[config.mk]
export PLATFORM = sky130hd
export DESIGN_NAME = qspi_ram_engine
export DESIGN_NICKNAME = d
export VERILOG_FILES = /design/src/rtl/qspi_ram_pkg.sv /design/src/rtl/qspi_frame_ctrl.sv /design/src/rtl/qspi_nibble_path.sv /design/src/rtl/qspi_ram_engine.sv
export SDC_FILE = /design/constraint.sdc
export NUM_CORES = 1
export LEC_CHECK = 0
export BUFFER_PORTS_ARGS = -buffer_cell sky130_fd_sc_hd__buf_2
export CORE_UTILIZATION = 50
export CTS_CLUSTER_SIZE = 16
export DETAILED_ROUTE_END_ITERATION = 10
export PLACE_DENSITY = 0.76
export SLEW_MARGIN = 20
export SYNTH_ARGS = -nofsm -noshare
export SYNTH_HDL_FRONTEND = slang
export SYNTH_HIERARCHICAL = 1
export SYNTH_SLANG_ARGS = --single-unit
[constraint.sdc]
create_clock -name clk -period 1.9 [get_ports clk]
set_input_delay 0.57 -clock clk [delete_from_list [all_inputs] [get_ports clk]]
set_output_delay 0.57 -clock clk [all_outputs]
set_load 0.03 [all_outputs]
[src/rtl/qspi_ram_pkg.sv]
package qspi_ram_pkg;
  typedef enum logic [2:0] {
    ST_IDLE,
    ST_SETUP,
    ST_XFER,
    ST_HOLD,
    ST_GAP
  } qphase_e;
endpackage

[src/rtl/qspi_frame_ctrl.sv]
module qspi_frame_ctrl
  import qspi_ram_pkg::*;
#(
  parameter int SETUP_SCK   = 3,
  parameter int HOLD_SCK    = 3,
  parameter int GAP_SCK     = 2,
  parameter int HDR_SLOTS   = 8,
  parameter int DUMMY_SLOTS = 6,
  parameter int DATA_SLOTS  = 8
) (
  input  logic clk,
  input  logic rst_n,
  input  logic start,
  input  logic start_rd,
  output logic ready,
  output logic cs_act,
  output logic sck,
  output logic drive_en,
  output logic shift_en,
  output logic cap_en,
  output logic cap_last
);
  localparam int RD_SLOTS = HDR_SLOTS + DUMMY_SLOTS + DATA_SLOTS;
  localparam int WR_SLOTS = HDR_SLOTS + DATA_SLOTS;
  localparam int SLOT_W   = $clog2(RD_SLOTS + 1);
  localparam int MAX_SCK  = (SETUP_SCK > HOLD_SCK) ?
                            ((SETUP_SCK > GAP_SCK) ? SETUP_SCK : GAP_SCK) :
                            ((HOLD_SCK > GAP_SCK) ? HOLD_SCK : GAP_SCK);
  localparam int CNT_W    = $clog2(2 * MAX_SCK + 1);

  qphase_e           state;
  logic [CNT_W-1:0]  cnt;
  logic [SLOT_W-1:0] slot;
  logic [SLOT_W-1:0] last_slot;
  logic              half;
  logic              rd_q;
  logic              tail_hiz;

  assign last_slot = rd_q ? SLOT_W'(RD_SLOTS - 1) : SLOT_W'(WR_SLOTS - 1);

  always_ff @(posedge clk or negedge rst_n) begin
    if (!rst_n) begin
      state <= ST_IDLE;
      cnt   <= '0;
      slot  <= '0;
      half  <= 1'b0;
      rd_q  <= 1'b0;
    end else begin
      case (state)
        ST_IDLE: if (start) begin
          state <= ST_SETUP;
          cnt   <= CNT_W'(2 * SETUP_SCK - 1);
          rd_q  <= start_rd;
        end
        ST_SETUP: if (cnt == '0) begin
          state <= ST_XFER;
          slot  <= '0;
          half  <= 1'b0;
        end else begin
          cnt <= cnt - 1'b1;
        end
        ST_XFER: begin
          half <= ~half;
          if (half) begin
            if (slot == last_slot) begin
              state <= ST_HOLD;
              cnt   <= CNT_W'(2 * HOLD_SCK - 1);
            end else begin
              slot <= slot + 1'b1;
            end
          end
        end
        ST_HOLD: if (cnt == '0) begin
          state <= ST_GAP;
          cnt   <= CNT_W'(2 * GAP_SCK - 1);
        end else begin
          cnt <= cnt - 1'b1;
        end
        ST_GAP: if (cnt == '0) state <= ST_IDLE;
                else cnt <= cnt - 1'b1;
        default: state <= ST_IDLE;
      endcase
    end
  end

  assign ready    = (state == ST_IDLE);
  assign cs_act   = (state == ST_SETUP) || (state == ST_XFER) || (state == ST_HOLD);
  assign sck      = (state == ST_XFER) && half;
  assign tail_hiz = rd_q && (((state == ST_XFER) && (slot >= SLOT_W'(HDR_SLOTS)))
                             || (state == ST_HOLD));
  assign drive_en = cs_act && !tail_hiz;
  assign shift_en = (state == ST_XFER) && half;
  assign cap_en   = shift_en && rd_q && (slot >= SLOT_W'(HDR_SLOTS + DUMMY_SLOTS));
  assign cap_last = cap_en && (slot == last_slot);

  // once a request is taken, the engine is busy in the following cycle
  p_busy_after_accept_r2: assert property (@(posedge clk) disable iff (!rst_n)
    (start && ready) |=> !ready);

  // the serial clock only toggles inside a frame
  p_sck_in_frame_r11: assert property (@(posedge clk) disable iff (!rst_n)
    sck |-> cs_act);
endmodule

[src/rtl/qspi_nibble_path.sv]
module qspi_nibble_path #(
  parameter int          ADDR_W = 24,
  parameter int          DATA_W = 32,
  parameter int          DEV_AW = 23,
  parameter logic [7:0]  RD_CMD = 8'hEB,
  parameter logic [7:0]  WR_CMD = 8'h38
) (
  input  logic              clk,
  input  logic              rst_n,
  input  logic              load,
  input  logic              load_wr,
  input  logic [ADDR_W-1:0] load_addr,
  input  logic [DATA_W-1:0] load_data,
  input  logic              shift_en,
  input  logic              cap_en,
  input  logic              cap_last,
  input  logic [3:0]        dq_in,
  output logic [3:0]        dq_out,
  output logic [DATA_W-1:0] rd_data,
  output logic              rd_valid
);
  localparam int FRAME_W = 8 + ADDR_W + DATA_W;
  localparam int NBYTES  = DATA_W / 8;
  localparam logic [ADDR_W-1:0] OFF_MASK = (ADDR_W'(1) << DEV_AW) - 1'b1;

  logic [FRAME_W-1:0] sh_q;
  logic [DATA_W-1:0]  cap_q;
  logic [DATA_W-1:0]  wr_bus;
  logic [ADDR_W-1:0]  dev_off;
  logic               rdv_q;

  assign dev_off = load_addr & OFF_MASK;

  // bus order: lowest byte first; each byte high nibble first
  for (genvar b = 0; b < NBYTES; b++) begin : g_byte
    assign wr_bus[DATA_W-1-8*b -: 8] = load_data[8*b +: 8];
    assign rd_data[8*b +: 8]         = cap_q[DATA_W-1-8*b -: 8];
  end

  always_ff @(posedge clk or negedge rst_n) begin
    if (!rst_n) begin
      sh_q  <= '0;
      cap_q <= '0;
      rdv_q <= 1'b0;
    end else begin
      if (load)
        sh_q <= load_wr ? {WR_CMD, dev_off, wr_bus} : {RD_CMD, dev_off, DATA_W'(0)};
      else if (shift_en)
        sh_q <= sh_q << 4;
      if (cap_en)
        cap_q <= {cap_q[DATA_W-5:0], dq_in};
      rdv_q <= cap_last;
    end
  end

  assign dq_out   = sh_q[FRAME_W-1 -: 4];
  assign rd_valid = rdv_q;

  // read strobe lasts one cycle
  p_rdv_pulse_r6: assert property (@(posedge clk) disable iff (!rst_n)
    rd_valid |=> !rd_valid);
endmodule

[src/rtl/qspi_ram_engine.sv]
module qspi_ram_engine #(
  parameter int         ADDR_W    = 24,
  parameter int         DATA_W    = 32,
  parameter int         NUM_DEV   = 2,
  parameter int         SETUP_SCK = 3,
  parameter int         HOLD_SCK  = 3,
  parameter int         GAP_SCK   = 2,
  parameter int         DUMMY_SCK = 6,
  parameter logic [7:0] RD_CMD    = 8'hEB,
  parameter logic [7:0] WR_CMD    = 8'h38
) (
  input  logic              clk,
  input  logic              rst_n,
  input  logic              req_valid,
  output logic              req_ready,
  input  logic              req_write,
  input  logic [ADDR_W-1:0] req_addr,
  input  logic [DATA_W-1:0] req_wdata,
  output logic              rd_valid,
  output logic [DATA_W-1:0] rd_data,
  output logic              sck,
  output logic [NUM_DEV-1:0] cs_n,
  output logic [3:0]        dq_o,
  output logic              dq_oe,
  input  logic [3:0]        dq_i
);
  localparam int DEV_BITS   = $clog2(NUM_DEV);
  localparam int DEV_AW     = ADDR_W - DEV_BITS;
  localparam int HDR_SLOTS  = (8 + ADDR_W) / 4;
  localparam int DATA_SLOTS = DATA_W / 4;

  logic                accept;
  logic                cs_act;
  logic                shift_en;
  logic                cap_en;
  logic                cap_last;
  logic [DEV_BITS-1:0] dev_q;

  assign accept = req_valid && req_ready;

  always_ff @(posedge clk or negedge rst_n) begin
    if (!rst_n)      dev_q <= '0;
    else if (accept) dev_q <= req_addr[ADDR_W-1 -: DEV_BITS];
  end

  for (genvar d = 0; d < NUM_DEV; d++) begin : g_cs
    assign cs_n[d] = !(cs_act && (dev_q == DEV_BITS'(d)));
  end

  qspi_frame_ctrl #(
    .SETUP_SCK  (SETUP_SCK),
    .HOLD_SCK   (HOLD_SCK),
    .GAP_SCK    (GAP_SCK),
    .HDR_SLOTS  (HDR_SLOTS),
    .DUMMY_SLOTS(DUMMY_SCK),
    .DATA_SLOTS (DATA_SLOTS)
  ) u_ctrl (
    .clk     (clk),
    .rst_n   (rst_n),
    .start   (accept),
    .start_rd(!req_write),
    .ready   (req_ready),
    .cs_act  (cs_act),
    .sck     (sck),
    .drive_en(dq_oe),
    .shift_en(shift_en),
    .cap_en  (cap_en),
    .cap_last(cap_last)
  );

  qspi_nibble_path #(
    .ADDR_W(ADDR_W),
    .DATA_W(DATA_W),
    .DEV_AW(DEV_AW),
    .RD_CMD(RD_CMD),
    .WR_CMD(WR_CMD)
  ) u_path (
    .clk      (clk),
    .rst_n    (rst_n),
    .load     (accept),
    .load_wr  (req_write),
    .load_addr(req_addr),
    .load_data(req_wdata),
    .shift_en (shift_en),
    .cap_en   (cap_en),
    .cap_last (cap_last),
    .dq_in    (dq_i),
    .dq_out   (dq_o),
    .rd_data  (rd_data),
    .rd_valid (rd_valid)
  );

  // never more than one device selected
  p_cs_onehot_r3: assert property (@(posedge clk) disable iff (!rst_n)
    $onehot0(~cs_n));

  // lines are released while read data is handed over
  p_rdv_hiz_r7: assert property (@(posedge clk) disable iff (!rst_n)
    rd_valid |-> !dq_oe);

  // once deselected, the bus stays idle for more than one cycle
  p_gap_r10: assert property (@(posedge clk) disable iff (!rst_n)
    $rose(&cs_n) |=> (&cs_n));

  // the serial clock stays low when a select first falls
  p_setup_r8: assert property (@(posedge clk) disable iff (!rst_n)
    $fell(&cs_n) |-> !sck);
endmodule

==> metrics <==
Tot GR Track Use 0.198; Worst Hold Class input pin to async pin; Placement Cell Area 0.00609 mm^2; critical path's largest stage delay 0.42 ns; CP Launch Point u_ctrl/state[0]$_DFFE_PN0P_; worst vdd ir between 0.7 and 0.8 mV; Post-Syn Area per Cell roughly 13 um^2; Area contributors post-synth dfrtp_1 51%, mux2i_1 11%, o2bb2ai_2 7.2%; Synth cell types 51; row cnt 37; CP endpoint kind primary output; Post-synth ARST share 1.00; Setup crit start kind flop; Max Transition Viols Final 0; Power Dens Cells 1200 mW/mm^2; reg2reg start u_ctrl/state[2]$_DFFE_PN0P_; post-synthesis mux area share 0.186; total CTS buffers 9; Layout area overhead 24.7%; CP max FO 4; R2R cell count 7; Slew Limit Headroom 0.692; Total Neg Setup Slack -0.499 ns; Worst Max-Slew Pin Slew ~0.46 ns; CTS clk-pin slew, worst paths 0.11 ns; CTS Buffer Depth 2; placer congestion estimate 0.870; Die Ht roughly 110 um; largest net degree at the start of global routing between 50 and 60; DR vias/cell between 5 and 6; Synthesized Nets a little under 500; Final nets just over 600; highest clock rate 0.484 GHz; Synth Area in Adders 0.00925; Synth top cells by count 111 x dfrtp_1, 62 x mux2i_1, 43 x nand2_1; critical path class flop to primary output; status complete, but fails checks; first-pass GRT wire length around 18000 um; Synth Area in XOR/XNOR 0.00162; max-cap viol count 0; worst setup margin -0.166 ns; Hold-fix buffers, CTS 0; port bufs between 100 and 150; # diodes 0; synth warn 6; fraction of layout cells with a size suffix above 1 0.463; Num Clock Sinks about 110; core area about 0.010 mm^2; Synth Area in Simple Gates 0.0740; CP Data Required Time approximately 1.3 ns; Initial Util 0.519; Synth Flop Type dfrtp_1; total grt overflow 0; top-count cell post-synth dfrtp_1; die span in x between 100 and 150 um; # DRC 0; total wire length approximately 11000 um; Tmin final 2.07 ns; design area around 0.0067 mm^2; Reg-to-Reg End u_path/cap_q[11]$_DFFE_PN0P_; iteration-0 DRC count of the detailed router between 150 and 200; leak pwr 0.00303 uW; hpwl dp 7310 um; CTS tree built; DRT Pass-1 Iters 4; total power 8110 uW; Synth Cell Area 0.00541 mm^2; CP Data Arrival Time ~1.5 ns; synthesized instance count roughly 420; Synth area leader dfrtp_1; Compound-Gate Fraction of Synth Area 0.147; WP buf/inv 2; IO Pins 106; Final Hold Viols 0; area share of the largest cell type after synthesis 0.513; CP max stage cell dfrtp_1; failing checks negative setup slack; die area ~0.011 mm^2; antenna viol nets, final 0; vias after detailed routing approximately 3700; setup slack, reg-to-reg -0.01 ns; final clock skew 0.0147 ns; H-tree Lvls 3; # setup viols final 19; largest family of logic cells by synthesized area multiplexers; Synth Register Bits ~110; fin crit share 1.09; RSZ-0062 raised after global routing true; root buffer cell clkbuf_8; Clk Latency, worst-skew pair about 0.39 ns; DR WL/cell 16.5 um; Post-synth EDFFs 0; CP top delay family flip-flops; Critical Path, Cell by Cell buf_6 > o31ai_4 > a21oi_2 > nor2_1 > buf_4; antenna violations before repair 0; vias in the first global route between 3000 and 4000; Util after Layout 0.648; post-synthesis sequential area ratio 0.513
timing repair:
| action | 4_1_cts | 5_1_grt |
|---|---|---|
| setup buffers | 7 | 12 |
| pin swaps | 5 | 5 |
| resized for setup | 18 | 48 |
| endpoints found under the setup margin | 5 | 57 |
| cloned | 0 | 4 |
sequential cells by signal (all words and copies together) (netlist names):
name	flops
u_ctrl/slot	5
u_path/rd_valid	1
u_path/cap_q	32
u_ctrl/rd_q	1
u_path/sh_q	64
dev_q	1
u_ctrl/half	1
u_ctrl/cnt	3
u_ctrl/state	3
stage by stage:
step | setup slack (ns) | std cells | hold WS, ns
after detailed placement | 0.0826 | 655 | 0.474
after global placement | 0.143 | 655 | 0.467
after floorplan | -0.0907 | 423 | 0.274
after CTS | -0.168 | 678 | 0.107
final | -0.166 | 693 | 0.121
after global routing | -0.209 | 693 | 0.121
layout make-up:
type	count	area (um^2)
clock inverters	7	78.8
flip-flops and latches	111	2780
repair buffers	152	1090
well taps	136	170
fillers	769	3670
multi-input cells	269	2460
inverters	9	37.5
clock buffers	9	124
cell usage in the layout (no fill, tap or decap), types with 6 or more instances in the layout:
cell       netlist  routed
buf_6           11       9
o21ai_0          8       7
buf_4            9      31
o21ai_1         24      25
a21oi_2          4       6
dfrtp_1        111     107
buf_12           3       8
buf_2            2      99
o2bb2ai_2       26      26
inv_1            9       8
clkbuf_8         0       9
mux2_4           1      33
nor2_1          14      10
mux2i_1         62      62
nand2_1         43      42
routing by layer:
metal,vias up,wire [um],GRT usage
met5,-,0,0
met4,0,143,0.0655
met3,10,572,0.0576
met2,101,5600,0.322
met1,1810,5140,0.253
li1,1770,-,-
worst max path at each step:
stage | endpoint | slack [ns] | cells past startpoint
2_1_floorplan | u_path/cap_q[10]$_DFFE_PN0P_ | -0.09 | 8
3_3_place_gp | u_ctrl/slot[3]$_DFFE_PN0P_ | 0.14 | 7
3_5_place_dp | u_ctrl/slot[3]$_DFFE_PN0P_ | 0.08 | 7
4_1_cts | dq_oe | -0.17 | 5
5_1_grt | dq_oe | -0.21 | 5
6_report | dq_oe | -0.17 | 5
worst reg2reg max path: stages, from the launching register on:
cell       delay, ns
dfrtp_2         0.42
nand2b_4        0.17
nor3b_4         0.23
buf_6           0.14
nand2_4         0.05
nor2_4          0.26
clkbuf_16       0.23
mux2_4          0.30
kinds of logic (layout without fill, tap and decap cells):
logic type | count (synthesis) | in the layout
AND/OR/NAND/NOR | 79 | 79
adder cells (fa/ha/maj) | 4 | 4
buffers and inverters | 43 | 177
multiplexers | 96 | 96
flip-flops | 111 | 111
AO/OA/AOI/OAI | 89 | 89
XOR/XNOR | 1 | 1
where the power goes:
part / internal, uW / leakage, uW / switching (uW)
Sequential: 3030 / 0.00144 / 441
Combinational: 1530 / 0.00150 / 1640
Clock: 626 / 0.0000982 / 837
Total: 5190 / 0.00303 / 2920
No activity file was read; power rests on OpenSTA's default activity.
